$ cat src/rtl/wfa_pkg.sv
package wfa_pkg;
  // Default occupancy at or below which a slot may request more instructions
  localparam int unsigned DEF_OCC_LIMIT = 4;

  function automatic int unsigned id_width(input int unsigned n);
    return (n > 1) ? $clog2(n) : 1;
  endfunction
endpackage

$ cat src/rtl/wfa_elig.sv
module wfa_elig #(
  parameter int unsigned SLOTS     = 8,
  parameter int unsigned OCC_W     = 4,
  parameter int unsigned OCC_LIMIT = 4
) (
  input  logic [SLOTS-1:0]       running,
  input  logic [SLOTS*OCC_W-1:0] occ,
  input  logic [SLOTS-1:0]       branch,
  input  logic [SLOTS-1:0]       pending,
  input  logic [SLOTS-1:0]       queued,
  output logic [SLOTS-1:0]       join_vec
);
  for (genvar g = 0; g < SLOTS; g++) begin : g_slot
    logic [OCC_W-1:0] level;
    logic             low_fill;
    assign level    = occ[g*OCC_W +: OCC_W];
    assign low_fill = (int'(level) <= int'(OCC_LIMIT));
    assign join_vec[g] = running[g] & low_fill & ~branch[g] & ~pending[g] & ~queued[g];
  end
endmodule

$ cat src/rtl/wfa_order_fifo.sv
module wfa_order_fifo #(
  parameter int unsigned SLOTS = 8,
  localparam int unsigned ID_W  = wfa_pkg::id_width(SLOTS),
  localparam int unsigned CNT_W = $clog2(SLOTS + 1)
) (
  input  logic            clk,
  input  logic            rst_n,
  input  logic [SLOTS-1:0] push_vec,
  input  logic            pop,
  output logic [ID_W-1:0] head_id,
  output logic            not_empty
);
  logic [ID_W-1:0]  mem [SLOTS];
  logic [ID_W-1:0]  rd_ptr, wr_ptr;
  logic [CNT_W-1:0] count;
  logic [CNT_W-1:0] rank [SLOTS];
  logic [CNT_W-1:0] n_push;

  function automatic logic [ID_W-1:0] wrap(input logic [ID_W-1:0] base,
                                           input logic [CNT_W-1:0] off);
    int s;
    s = int'(base) + int'(off);
    if (s >= int'(SLOTS)) s = s - int'(SLOTS);
    return ID_W'(s);
  endfunction

  // Lower slot indices take earlier positions among same-cycle arrivals
  always_comb begin
    n_push = '0;
    for (int i = 0; i < SLOTS; i++) begin
      rank[i] = n_push;
      n_push  = n_push + CNT_W'(push_vec[i]);
    end
  end

  always_ff @(posedge clk) begin
    for (int i = 0; i < SLOTS; i++) begin
      if (push_vec[i]) mem[wrap(wr_ptr, rank[i])] <= ID_W'(i);
    end
  end

  always_ff @(posedge clk) begin
    if (!rst_n) begin
      rd_ptr <= '0;
      wr_ptr <= '0;
      count  <= '0;
    end else begin
      wr_ptr <= wrap(wr_ptr, n_push);
      if (pop) rd_ptr <= wrap(rd_ptr, CNT_W'(1));
      count <= count + n_push - CNT_W'(pop);
    end
  end

  assign head_id   = mem[rd_ptr];
  assign not_empty = (count != '0);


  pop_needs_entry_chk: assert property (@(posedge clk) disable iff (!rst_n)
    pop |-> (count != '0));


  no_overflow_chk: assert property (@(posedge clk) disable iff (!rst_n)
    (int'(count) + int'(n_push) - int'(pop)) <= int'(SLOTS));
endmodule

$ cat src/rtl/wfa_slot_flags.sv
module wfa_slot_flags #(
  parameter int unsigned SLOTS = 8,
  localparam int unsigned ID_W = wfa_pkg::id_width(SLOTS)
) (
  input  logic             clk,
  input  logic             rst_n,
  input  logic [SLOTS-1:0] join_vec,
  input  logic             grant,
  input  logic [ID_W-1:0]  grant_id,
  input  logic             ret_valid,
  input  logic [ID_W-1:0]  ret_id,
  output logic [SLOTS-1:0] queued,
  output logic [SLOTS-1:0] pending
);
  logic [SLOTS-1:0] grant_mask, ret_mask;

  always_comb begin
    grant_mask = '0;
    ret_mask   = '0;
    for (int i = 0; i < SLOTS; i++) begin
      grant_mask[i] = grant && (grant_id == ID_W'(i));
      ret_mask[i]   = ret_valid && (ret_id == ID_W'(i));
    end
  end

  always_ff @(posedge clk) begin
    if (!rst_n) begin
      queued  <= '0;
      pending <= '0;
    end else begin
      queued  <= (queued | join_vec) & ~grant_mask;
      pending <= (pending & ~ret_mask) | grant_mask;
    end
  end


  queued_pending_excl_chk: assert property (@(posedge clk) disable iff (!rst_n)
    (queued & pending) == '0);


  grant_marks_pending_chk: assert property (@(posedge clk) disable iff (!rst_n)
    grant |=> pending[$past(grant_id)] && !queued[$past(grant_id)]);


  no_double_queue_chk: assert property (@(posedge clk) disable iff (!rst_n)
    (join_vec & queued) == '0);
endmodule

$ cat src/rtl/wave_fetch_arb.sv
module wave_fetch_arb #(
  parameter int unsigned SLOTS     = 8,
  parameter int unsigned OCC_W     = 4,
  parameter int unsigned OCC_LIMIT = wfa_pkg::DEF_OCC_LIMIT,
  localparam int unsigned ID_W     = wfa_pkg::id_width(SLOTS)
) (
  input  logic                   clk,
  input  logic                   rst_n,
  input  logic [SLOTS-1:0]       slot_running,
  input  logic [SLOTS*OCC_W-1:0] slot_occ,
  input  logic [SLOTS-1:0]       slot_branch,
  input  logic                   ret_valid,
  input  logic [ID_W-1:0]        ret_slot,
  output logic                   fetch_valid,
  input  logic                   fetch_ready,
  output logic [ID_W-1:0]        fetch_slot,
  output logic [SLOTS-1:0]       fetch_onehot,
  output logic [SLOTS-1:0]       pend_flags
);
  logic [SLOTS-1:0] join_vec, queued, pending;
  logic             grant, not_empty;
  logic [ID_W-1:0]  head_id;

  wfa_elig #(.SLOTS(SLOTS), .OCC_W(OCC_W), .OCC_LIMIT(OCC_LIMIT)) u_elig (
    .running(slot_running), .occ(slot_occ), .branch(slot_branch),
    .pending(pending), .queued(queued), .join_vec(join_vec));

  wfa_order_fifo #(.SLOTS(SLOTS)) u_fifo (
    .clk(clk), .rst_n(rst_n), .push_vec(join_vec), .pop(grant),
    .head_id(head_id), .not_empty(not_empty));

  wfa_slot_flags #(.SLOTS(SLOTS)) u_flags (
    .clk(clk), .rst_n(rst_n), .join_vec(join_vec), .grant(grant),
    .grant_id(head_id), .ret_valid(ret_valid), .ret_id(ret_slot),
    .queued(queued), .pending(pending));

  assign fetch_valid = not_empty;
  assign fetch_slot  = head_id;
  assign grant       = not_empty & fetch_ready;
  assign pend_flags  = pending;

  always_comb begin
    fetch_onehot = '0;
    if (not_empty) fetch_onehot[head_id] = 1'b1;
  end


  stall_hold_chk: assert property (@(posedge clk) disable iff (!rst_n)
    fetch_valid && !fetch_ready |=> fetch_valid && $stable(fetch_slot));


  stall_no_new_pending_chk: assert property (@(posedge clk) disable iff (!rst_n)
    fetch_valid && !fetch_ready |=> (pend_flags & ~$past(pend_flags)) == '0);


  onehot_grant_chk: assert property (@(posedge clk) disable iff (!rst_n)
    $onehot0(fetch_onehot) && (fetch_valid == (fetch_onehot != '0)));


  return_clears_chk: assert property (@(posedge clk) disable iff (!rst_n)
    ret_valid && !(grant && head_id == ret_slot) |=> !pend_flags[$past(ret_slot)]);
endmodule

$ cat config.mk
export PLATFORM = sky130hd
export DESIGN_NAME = wave_fetch_arb
export DESIGN_NICKNAME = d
export VERILOG_FILES = /design/src/rtl/wfa_pkg.sv /design/src/rtl/wfa_elig.sv /design/src/rtl/wfa_order_fifo.sv /design/src/rtl/wfa_slot_flags.sv /design/src/rtl/wave_fetch_arb.sv
export SDC_FILE = /design/constraint.sdc
export NUM_CORES = 1
export LEC_CHECK = 0
export BUFFER_PORTS_ARGS = -buffer_cell sky130_fd_sc_hd__buf_4
export CAP_MARGIN = 20
export CORE_MARGIN = 3
export CORE_UTILIZATION = 30
export CTS_CLUSTER_SIZE = 10
export DETAILED_ROUTE_END_ITERATION = 12
export PLACE_DENSITY = 0.54
export RECOVER_POWER = 25
export SETUP_SLACK_MARGIN = 0.05
export SYNTH_ARGS = -nofsm -noshare
export SYNTH_HDL_FRONTEND = slang
export SYNTH_HIERARCHICAL = 1
export SYNTH_SLANG_ARGS = --single-unit
$ cat constraint.sdc
create_clock -name clk -period 7.9 [get_ports clk]
set_input_delay 1.58 -clock clk [delete_from_list [all_inputs] [get_ports clk]]
set_output_delay 1.58 -clock clk [all_outputs]
set_load 0.05 [all_outputs]
==> results.sh, run 1 <==
export IMPL_cts_repair_resized=0
export IMPL_grt_max_degree=33
export IMPL_cts_hold_buffers=0
export IMPL_ios=75
export IMPL_slew_violations=0
export IMPL_nets=624
export IMPL_crit_required_ns=8.11
export IMPL_post_dp_hpwl_um=10310
export IMPL_start_util=0.3139
export IMPL_relSlewSlack=0.4583
export IMPL_num_vias=3864
export IMPL_cp_num_buf_inv=3
export IMPL_synthCells=458
export IMPL_syn_cell_area_um2=4255
export IMPL_die_w_um=125.1
export IMPL_routed_wirelength_um=12630
export IMPL_ant_nets=0
export IMPL_cts_root_buffer="clkbuf_16"
export IMPL_hold_depth=2
export IMPL_path_class="input pin to flip-flop"
export IMPL_reg2reg_to="u_fifo/count[3]"
export IMPL_avgSynthCellArea_um2=9.291
export IMPL_switching_share=0.4583
export IMPL_ir_drop_mv=0.1325
export IMPL_area_growth_pct=20.64
export IMPL_grt_pass1_vias=3751
export IMPL_wire_per_inst_um=17.84
export IMPL_crit_family="adder cells"
export IMPL_fin_ws_ns=1.269
export IMPL_first_iter_violations=329
export IMPL_gp_congestion=0.9421
export IMPL_fin_area_um2=5134
export IMPL_fmax_ghz=0.1508
export IMPL_fin_crit_sh=0.8394
export IMPL_cts_tree="done"
export IMPL_syn_nets=551
export IMPL_finalSetupTns_ns=0
export IMPL_path_max_fanout=11
export IMPL_rsz0062_at_grt="false"
export IMPL_hp_start="u_flags/pending[4]"
export IMPL_cp_start_kind="input pin"
export IMPL_min_to="u_flags/pending[4]"
export IMPL_rows=42
export IMPL_synth_flop_cell="dfxtp_1"
export IMPL_layout_commonest_cell="buf_4"
export IMPL_power_leakage_nw=2.236
export IMPL_min_period_ns=6.631
export IMPL_end_kind="flip-flop"
export IMPL_reg2regPathDepth=18
export IMPL_async_flop_share=0
export IMPL_clkSinkCount=53
export IMPL_grt_remaining_overflow=0
export IMPL_layout_common_cells="buf_4, dfxtp_1, nor2_1"
export IMPL_antenna_found_initial=0
export IMPL_viasPerCell=5.458
export IMPL_coreArea_um2=13560
export IMPL_synth_edff_count=0
export IMPL_critical_path_max_stage_delay_ns=0.53
export IMPL_yosys_warnings=6
export IMPL_power_switching_w=0.0007387
export IMPL_cts_buffer_depth=2
export IMPL_slowest_stage="fa_1"
export IMPL_portBuffers=74
export IMPL_p_per_area_nw_per_um2=314.0
export IMPL_intPower_w=0.0008730
export IMPL_r2r_start="u_flags/pending[0]"
export IMPL_final_layout_size_suffix_gt1_frac=0.2162
export IMPL_cts_htree_levels=2
export IMPL_cp_arrival_ns=6.84
export IMPL_clock_skew_final_ns=0.01166
export IMPL_p_seq_frac=0.276
export IMPL_yosys_register_bits=53
export IMPL_drc=0
export IMPL_ys_seq_area_frac=0.2493
export IMPL_dpl_cell_area_um2=4982
export IMPL_post_cts_buffers=0
export IMPL_clock_latency_ns=0.31
export IMPL_cpMostUsedCell="ha_1"
export IMPL_reg2reg_setup_slack_ns=2.34
export IMPL_setup_viol=0
export IMPL_synthDistinctLibCells=69
export IMPL_comb_power_share=0.579
export IMPL_grt_first_pass_wirelength_um=19730
export IMPL_worstMarginPinSlew_ns=0.8115
export IMPL_first_pass_iters=5
export IMPL_status="finished clean"
export IMPL_die_area_um2=15650
export IMPL_final_hold_viol_count=0
export IMPL_pwr_share_clk=0.145
export IMPL_cp_cell_sequence="buf_4 > o21ai_1 > and4_1 > fa_1 > ha_1 > fa_1 > ha_1 > ha_1 > ha_1 > ha_1 > inv_1 > ha_1 > inv_1 > ha_1 > a21o_1 > a21oi_1 > xnor3_1 > xnor3_1 > and2_1"
export IMPL_insertedDiodeCount=0
export IMPL_clk_pin_slew_ns=0.08
export IMPL_min_path_type="flip-flop to flip-flop"
export IMPL_die_y_um=125.1
export IMPL_drv_cap=0
export IMPL_pre_cts_ws_ns=0.9196
export IMPL_numCtsBuffers=5
export IMPL_grt_use_total=0.1581
-- worst max-delay path by stage --
stage | start | end | slack [ns] | cells past startpoint
3_5_place_dp | slot_occ[0] | u_fifo/count[3] | 0.92 | 19
3_3_place_gp | slot_occ[0] | u_fifo/count[3] | 1.00 | 19
6_report | slot_occ[0] | u_fifo/count[3] | 1.27 | 19
2_1_floorplan | slot_occ[0] | u_fifo/count[3] | 1.38 | 18
5_1_grt | slot_branch[0] | u_fifo/count[3] | 0.96 | 19
4_1_cts | slot_occ[0] | u_fifo/count[3] | 1.24 | 19
-- cells by family after synthesis --
group	count (synthesis)	share of synthesized area
xor+xnor	34	0.1014
simple gates	199	0.2852
mux	18	0.06175
compound gates	95	0.1491
fa+ha+maj	38	0.1294
flops	53	0.2493
buf+inv	21	0.02381
-- cell type report --
class	count	area, µm²
clock buffers	5	125.1
clock inverters	3	26.28
fillers	1348	8424
inverters	12	45.04
multi-input cells	384	3093
flip-flops and latches	53	1061
well taps	176	220.2
repair buffers	75	563.0
-- routing by layer --
layer	GRT usage	routed length [µm]	vias to the layer above
met5	0	0	-
met4	0.05038	303	0
met3	0.02260	516	18
met2	0.2752	6197	113
met1	0.2023	5609	1877
li1	-	-	1856
-- power by group through the flow --
stage                     clock, W  sequential [W]  combinational [W]
after CTS                 0.000242        0.000446           0.000932
after detailed placement         0        0.000451           0.000929
after floorplan                  0        0.000449           0.000671
final                     0.000234        0.000446           0.000933
after global routing      0.000249        0.000458            0.00101
after global placement           0        0.000451           0.000920
-- sequential cells by signal (all words and copies together) (netlist names), named ones only --
signal	count
u_flags/queued	8
u_fifo/mem	24
u_fifo/rd_ptr	3
u_fifo/wr_ptr	3
u_fifo/count	4
u_flags/pending	8
-- through the flow --
step,utilization,hold slack (ns),std cells,total power (W)
CTS,0.3786,0.4853,708,0.001620
finish,0.3786,0.4796,708,0.001612
floorplan,-,0.4353,458,0.001121
detailed placement,0.3675,0.4748,700,0.001380
global placement,0.3675,0.4650,700,0.001370
global route,0.3786,0.4908,708,0.001715
-- cell usage after synthesis (all sizes together) (4+ instances only) --
master / instances / area (µm²)
mux2i: 6 / 60.06
nand3b: 11 / 82.58
buf: 6 / 45.04
nand4b: 5 / 43.79
nand3: 17 / 85.08
xnor3: 5 / 113.9
nand2b: 4 / 25.02
o211a: 5 / 50.05
nand4: 5 / 31.28
nor3b: 5 / 37.54
inv: 12 / 45.04
o21ai: 23 / 115.1
o22ai: 15 / 93.84
a21boi: 6 / 45.04
nor2b: 8 / 50.05
a21oi: 13 / 65.06
nor3: 5 / 30.03
and4: 10 / 88.84
o2bb2ai: 4 / 35.03
mux2: 6 / 67.56
o21bai: 5 / 37.54
ha: 28 / 350.3
nor2: 51 / 191.4
and4b: 6 / 63.81
and4bb: 7 / 87.59
dfxtp: 53 / 1061
xor2: 11 / 130.1
fa: 10 / 200.2
and2: 14 / 87.58
or3: 7 / 43.79
xnor2: 16 / 140.1
nand2: 26 / 97.59
mux4: 6 / 135.1
a21o: 4 / 30.03
nor4b: 5 / 56.31
-- tightest hold or removal path, stage by stage, from the launching register on --
cell       delay [ns]
dfxtp_1          0.33
nand2_1          0.06
o2bb2ai_1        0.05
(Power assumes the default switching activity.)
==> run 2, diff against run 1 <==
- PLACE_DENSITY: 0.54 -> 0.56
- clock period: 7.9 -> 5.55 ns (I/O delays scaled with it)
==> run 2 against run 1 <==
- power increased by 43%
- non-clock buffer count increased by 24
- highest routed layer unchanged
- register-to-register slack got worse by 1.5 ns
- via count increased by 0.31%
- critical path type unchanged
- core utilization increased by 1.7 points
==> results.sh, run 2 (synthesis results as in run 1) <==
export IMPL_end_kind="flip-flop"
export IMPL_crit_family="adder cells"
export IMPL_cts_hold_buffers=0
export IMPL_clkSinkCount=53
export IMPL_reg2regPathDepth=18
export IMPL_hp_start="u_flags/pending[1]"
export IMPL_cp_start_kind="input pin"
export IMPL_portBuffers=74
export IMPL_rsz0062_at_grt="false"
export IMPL_reg2reg_setup_slack_ns=0.84
export IMPL_grt_use_total=0.1611
export IMPL_clock_skew_final_ns=0.005564
export IMPL_relSlewSlack=0.3681
export IMPL_cts_tree="done"
export IMPL_start_util=0.3139
export IMPL_hold_depth=2
export IMPL_critical_path_max_stage_delay_ns=0.59
export IMPL_path_max_fanout=3
export IMPL_regArea_um2=1061
export IMPL_post_dp_hpwl_um=10460
export IMPL_grt_max_degree=33
export IMPL_reg2reg_to="u_fifo/count[3]"
export IMPL_cts_root_buffer="clkbuf_16"
export IMPL_die_w_um=125.1
export IMPL_r2r_start="u_flags/pending[2]"
export IMPL_worstMarginPinSlew_ns=0.9465
export IMPL_path_class="input pin to flip-flop"
export IMPL_utilization=0.3957
export IMPL_power_leakage_nw=2.311
export IMPL_cp_num_buf_inv=3
export IMPL_fillCellCount=1363
export IMPL_status="finished clean"
export IMPL_area_growth_pct=26.08
export IMPL_first_iter_violations=305
export IMPL_antenna_found_initial=0
export IMPL_slew_violations=0
export IMPL_rows=42
export IMPL_total_power_w=0.002312
export IMPL_grt_first_pass_wirelength_um=20310
export IMPL_layout_common_cells="buf_4, dfxtp_1, nor2_1"
export IMPL_clk_pin_slew_ns=0.07
export IMPL_cpMostUsedCell="ha_4"
export IMPL_coreArea_um2=13560
export IMPL_grt_remaining_overflow=0
export IMPL_min_path_type="flip-flop to flip-flop"
export IMPL_multi_input_area_um2=3179
export IMPL_layout_commonest_cell="buf_4"
export IMPL_cp_cell_sequence="buf_4 > o21ai_1 > and4_4 > fa_1 > ha_2 > fa_2 > ha_4 > ha_4 > ha_4 > ha_4 > inv_1 > ha_4 > inv_1 > ha_1 > a21o_1 > a21oi_2 > xnor3_1 > xnor3_1 > and2_1"
export IMPL_grt_pass1_vias=3831
export IMPL_numCtsBuffers=5
export IMPL_clock_latency_ns=0.29
export IMPL_crit_required_ns=5.74
export IMPL_fmax_ghz=0.1882
export IMPL_ant_nets=0
export IMPL_gp_congestion=0.9003
export IMPL_min_period_ns=5.315
export IMPL_cts_buffer_depth=2
export IMPL_final_layout_size_suffix_gt1_frac=0.2541
export IMPL_fin_ws_ns=0.2351
export IMPL_die_area_um2=15650
export IMPL_routed_wirelength_um=12730
export IMPL_ios=75
export IMPL_wire_per_inst_um=17.41
export IMPL_insertedDiodeCount=0
export IMPL_ir_drop_mv=0.1815
export IMPL_num_vias=3876
export IMPL_setup_viol=0
export IMPL_viasPerCell=5.302
export IMPL_drc=0
export IMPL_min_to="u_flags/pending[1]"
export IMPL_slowest_stage="fa_2"
export IMPL_cts_htree_levels=2
export IMPL_pre_cts_ws_ns=-0.09625
export IMPL_first_pass_iters=5
export IMPL_nets=648
export IMPL_p_per_area_nw_per_um2=430.9
export IMPL_die_y_um=125.1
export IMPL_largest_reg_flops=24
export IMPL_final_hold_viol_count=0
export IMPL_cp_arrival_ns=5.51
export IMPL_fin_crit_sh=0.9576
export IMPL_drv_cap=0
-- run 2: area by class of cell --
class / count / share of cell area
multi-input combinational: 384 / 0.5926
sequential: 53 / 0.1978
timing repair buffer: 99 / 0.1329
tap: 176 / 0.04104
clock buffer: 6 / 0.02589
inverter: 12 / 0.008396
clock inverter: 1 / 0.001399
-- run 2: stage by stage --
stage                     area, µm²  instances  setup TNS, ns  hold WS (ns)
final                          5365        731              0        0.4757
after global routing           5365        731              0        0.4938
after CTS                      5388        731              0        0.4809
after detailed placement       5241        724       -0.09625        0.4611
after global placement         5241        724              0        0.4576
after floorplan                4334        458              0        0.4353
-- run 2: layer usage --
layer | vias to the layer above | part of all wire | global-route usage | wire length (µm)
met1 | 1867 | 0.46 | 0.2119 | 5813
met3 | 20 | 0.030 | 0.01962 | 379
li1 | 1907 | - | - | -
met5 | - | 0 | 0 | 0
met4 | 0 | 0.022 | 0.05102 | 276
met2 | 82 | 0.49 | 0.2762 | 6257
-- run 2: tightest hold or removal path: stages, from the launching register on --
cell	delay, ns
dfxtp_1	0.33
nand2_1	0.06
o2bb2ai_1	0.05
-- run 2: timing repair --
item | 4_1_cts | 5_1_grt
gates resized for setup | 0 | 1
buffers inserted | 0 | 0
setup endpoints to repair | 0 | 1
-- run 2: where the power goes --
group | total [W] | switching (W) | leakage, nW | internal [W]
Sequential | 0.000643 | 0.000132 | 0.436 | 0.000511
Combinational | 0.00135 | 0.000767 | 1.81 | 0.000583
Clock | 0.000319 | 0.000142 | 0.0690 | 0.000177
-- run 2: worst max path at each step --
| stage | startpoint | endpoint | slack (ns) | cells after the start |
|---|---|---|---|---|
| floorplan | slot_occ[0] | u_fifo/count[3] | 0.08 | 18 |
| global placement | slot_occ[4] | u_fifo/count[3] | 0.003 | 19 |
| detailed placement | slot_occ[8] | u_fifo/count[3] | -0.1 | 19 |
| CTS | slot_occ[8] | u_fifo/count[3] | 0.21 | 19 |
| global route | slot_occ[8] | u_fifo/mem[7][2] | 0.05 | 15 |
| finish | slot_occ[8] | u_fifo/count[3] | 0.24 | 19 |
==> run 3, diff against run 2 <==
--- a/config.mk
+++ b/config.mk
@@ -8,4 +8,5 @@
 export BUFFER_PORTS_ARGS = -buffer_cell sky130_fd_sc_hd__buf_4
 export CAP_MARGIN = 20
+export CORE_ASPECT_RATIO = 0.9
 export CORE_MARGIN = 3
 export CORE_UTILIZATION = 30
==> constraint.sdc (replaced) <==
create_clock -name clk -period 5.55 [get_ports clk]
set_input_delay 1.11 -clock clk [delete_from_list [all_inputs] [get_ports clk]]
set_output_delay 1.11 -clock clk [all_outputs]
set_load 0.01 [all_outputs]
==> run 3 against run 2 <==
- global-route usage increased by 0.34 points
- clock skew increased by 0.0019 ns
- power decreased by 6.5%
- combinational power decreased by 16%
- worst hold slack got worse by 0.0084 ns
- clock-buffer cell count decreased by 1
- setup slack improved by 0.027 ns
- sequential power increased by 0.6%
==> results.sh, run 3 (synthesis results as in run 1) <==
export IMPL_min_period_ns=5.287
export IMPL_end_kind="flip-flop"
export IMPL_cp_start_kind="input pin"
export IMPL_layout_common_cells="buf_4, dfxtp_1, nor2_1"
export IMPL_fin_crit_sh=0.9527
export IMPL_start_util=0.3126
export IMPL_path_max_fanout=3
export IMPL_cpMostUsedCell="ha_4"
export IMPL_gp_congestion=0.8903
export IMPL_post_dp_hpwl_um=10450
export IMPL_grt_max_degree=33
export IMPL_min_path_type="flip-flop to flip-flop"
export IMPL_worstMarginPinSlew_ns=0.9307
export IMPL_path_class="input pin to flip-flop"
export IMPL_rows=40
export IMPL_die_area_um2=15650
export IMPL_cts_root_buffer="clkbuf_16"
export IMPL_status="finished clean"
export IMPL_grt_remaining_overflow=0
export IMPL_clkSinkCount=53
export IMPL_cp_cell_sequence="buf_4 > o21ai_1 > and4_4 > fa_1 > ha_2 > fa_2 > ha_4 > ha_4 > ha_4 > ha_4 > inv_1 > ha_4 > inv_1 > ha_1 > a21o_1 > a21oi_2 > xnor3_1 > xnor3_1 > and2_1"
export IMPL_slowest_stage="fa_2"
export IMPL_relSlewSlack=0.3787
export IMPL_final_layout_size_suffix_gt1_frac=0.2581
export IMPL_setup_viol=0
export IMPL_grt_pass1_vias=3903
export IMPL_fin_area_um2=5414
export IMPL_final_hold_viol_count=0
export IMPL_clock_skew_final_ns=0.007441
export IMPL_layout_commonest_cell="buf_4"
export IMPL_dpl_cell_area_um2=5265
export IMPL_ir_drop_mv=0.1532
export IMPL_cts_htree_levels=2
export IMPL_crit_required_ns=5.75
export IMPL_rsz0062_at_grt="false"
export IMPL_routed_wirelength_um=12950
export IMPL_antenna_found_initial=1
export IMPL_clk_pin_slew_ns=0.07
export IMPL_cts_buffer_depth=2
export IMPL_power_leakage_nw=2.329
export IMPL_coreArea_um2=13610
export IMPL_num_vias=3867
export IMPL_drc=0
export IMPL_slew_violations=0
export IMPL_area_growth_pct=27.23
export IMPL_insertedDiodeCount=0
export IMPL_die_y_um=119.0
export IMPL_cts_tree="done"
export IMPL_ios=75
export IMPL_cp_arrival_ns=5.49
export IMPL_critical_path_max_stage_delay_ns=0.58
export IMPL_reg2reg_setup_slack_ns=0.83
export IMPL_clock_latency_ns=0.30
export IMPL_fmax_ghz=0.1891
export IMPL_first_pass_iters=4
export IMPL_ant_nets=0
export IMPL_wire_per_inst_um=17.33
export IMPL_viasPerCell=5.177
export IMPL_numCtsBuffers=5
export IMPL_largest_reg_flops=24
export IMPL_fillCellCount=1380
export IMPL_first_iter_violations=203
export IMPL_die_w_um=131.5
export IMPL_portBuffers=74
export IMPL_utilization=0.3977
export IMPL_grt_first_pass_wirelength_um=20810
export IMPL_cts_hold_buffers=0
export IMPL_nets=650
export IMPL_drv_cap=0
export IMPL_p_per_area_nw_per_um2=399.1
export IMPL_grt_use_total=0.1645
## run 3: cell type report
| cell class | instances | area (µm²) | share of cell area |
|---|---|---|---|
| multi-input cells | 384 | 3174 | 0.5863 |
| flip-flops and latches | 53 | 1061 | 0.1960 |
| inverters | 12 | 45.04 | 0.008320 |
| clock buffers | 5 | 125.1 | 0.02311 |
| clock inverters | 3 | 43.79 | 0.008089 |
| repair buffers | 101 | 728.2 | 0.1345 |
| well taps | 189 | 236.5 | 0.04368 |
## run 3: worst paths after layout
check,from,end,cells after the start
worst max-delay path,slot_occ[4],u_fifo/count[3],19
worst min-delay path,u_flags/pending[1],u_flags/pending[1],2
worst max register to register,u_flags/pending[2],u_fifo/count[3],18
worst min register to register,u_flags/pending[1],u_flags/pending[1],2
## run 3: timing repair
action                                 in CTS  in global routing
setup endpoints to repair                   0                  1
gates resized for setup                     0                  1
endpoints found under the hold margin       0                  0
buffers inserted                            0                  1
## run 3: worst max-delay path, delay by kind of cell
family	cells	cell delay (ns)
and+or+nand+nor	2	0.39
buffers and inverters	3	0.20
adders and majority gates	9	2.76
AOI/OAI and AO/OA	3	0.46
xor gates and xnor gates	2	0.57
## run 3: power breakdown
part	leakage, nW	switching [W]	internal [W]
sequential	0.436	0.000136	0.000511
combinational	1.81	0.000564	0.000579
clock	0.0842	0.000157	0.000214
total	2.33	0.000856	0.00130
## run 3: metrics by stage
stage          setup slack (ns)  hold slack [ns]  setup TNS, ns  total power [W]  std cells
2_1_floorplan           0.07841           0.4353              0         0.001400        458
3_3_place_gp           -0.04628           0.4611       -0.04628         0.001784        738
3_5_place_dp           -0.08709           0.4629       -0.08709         0.001816        738
4_1_cts                  0.2069           0.4734              0         0.002192        746
5_1_grt                 0.05450           0.4986              0         0.002328        747
6_report                 0.2625           0.4673              0         0.002161        747
## run 3: metal layers
metal  share of wire  vias up  GRT usage
li1                -     1913          -
met1            0.45     1851     0.2147
met2            0.48       85     0.2832
met3           0.047       16    0.03041
met4           0.014        2    0.03806
met5          0.0010        -          0
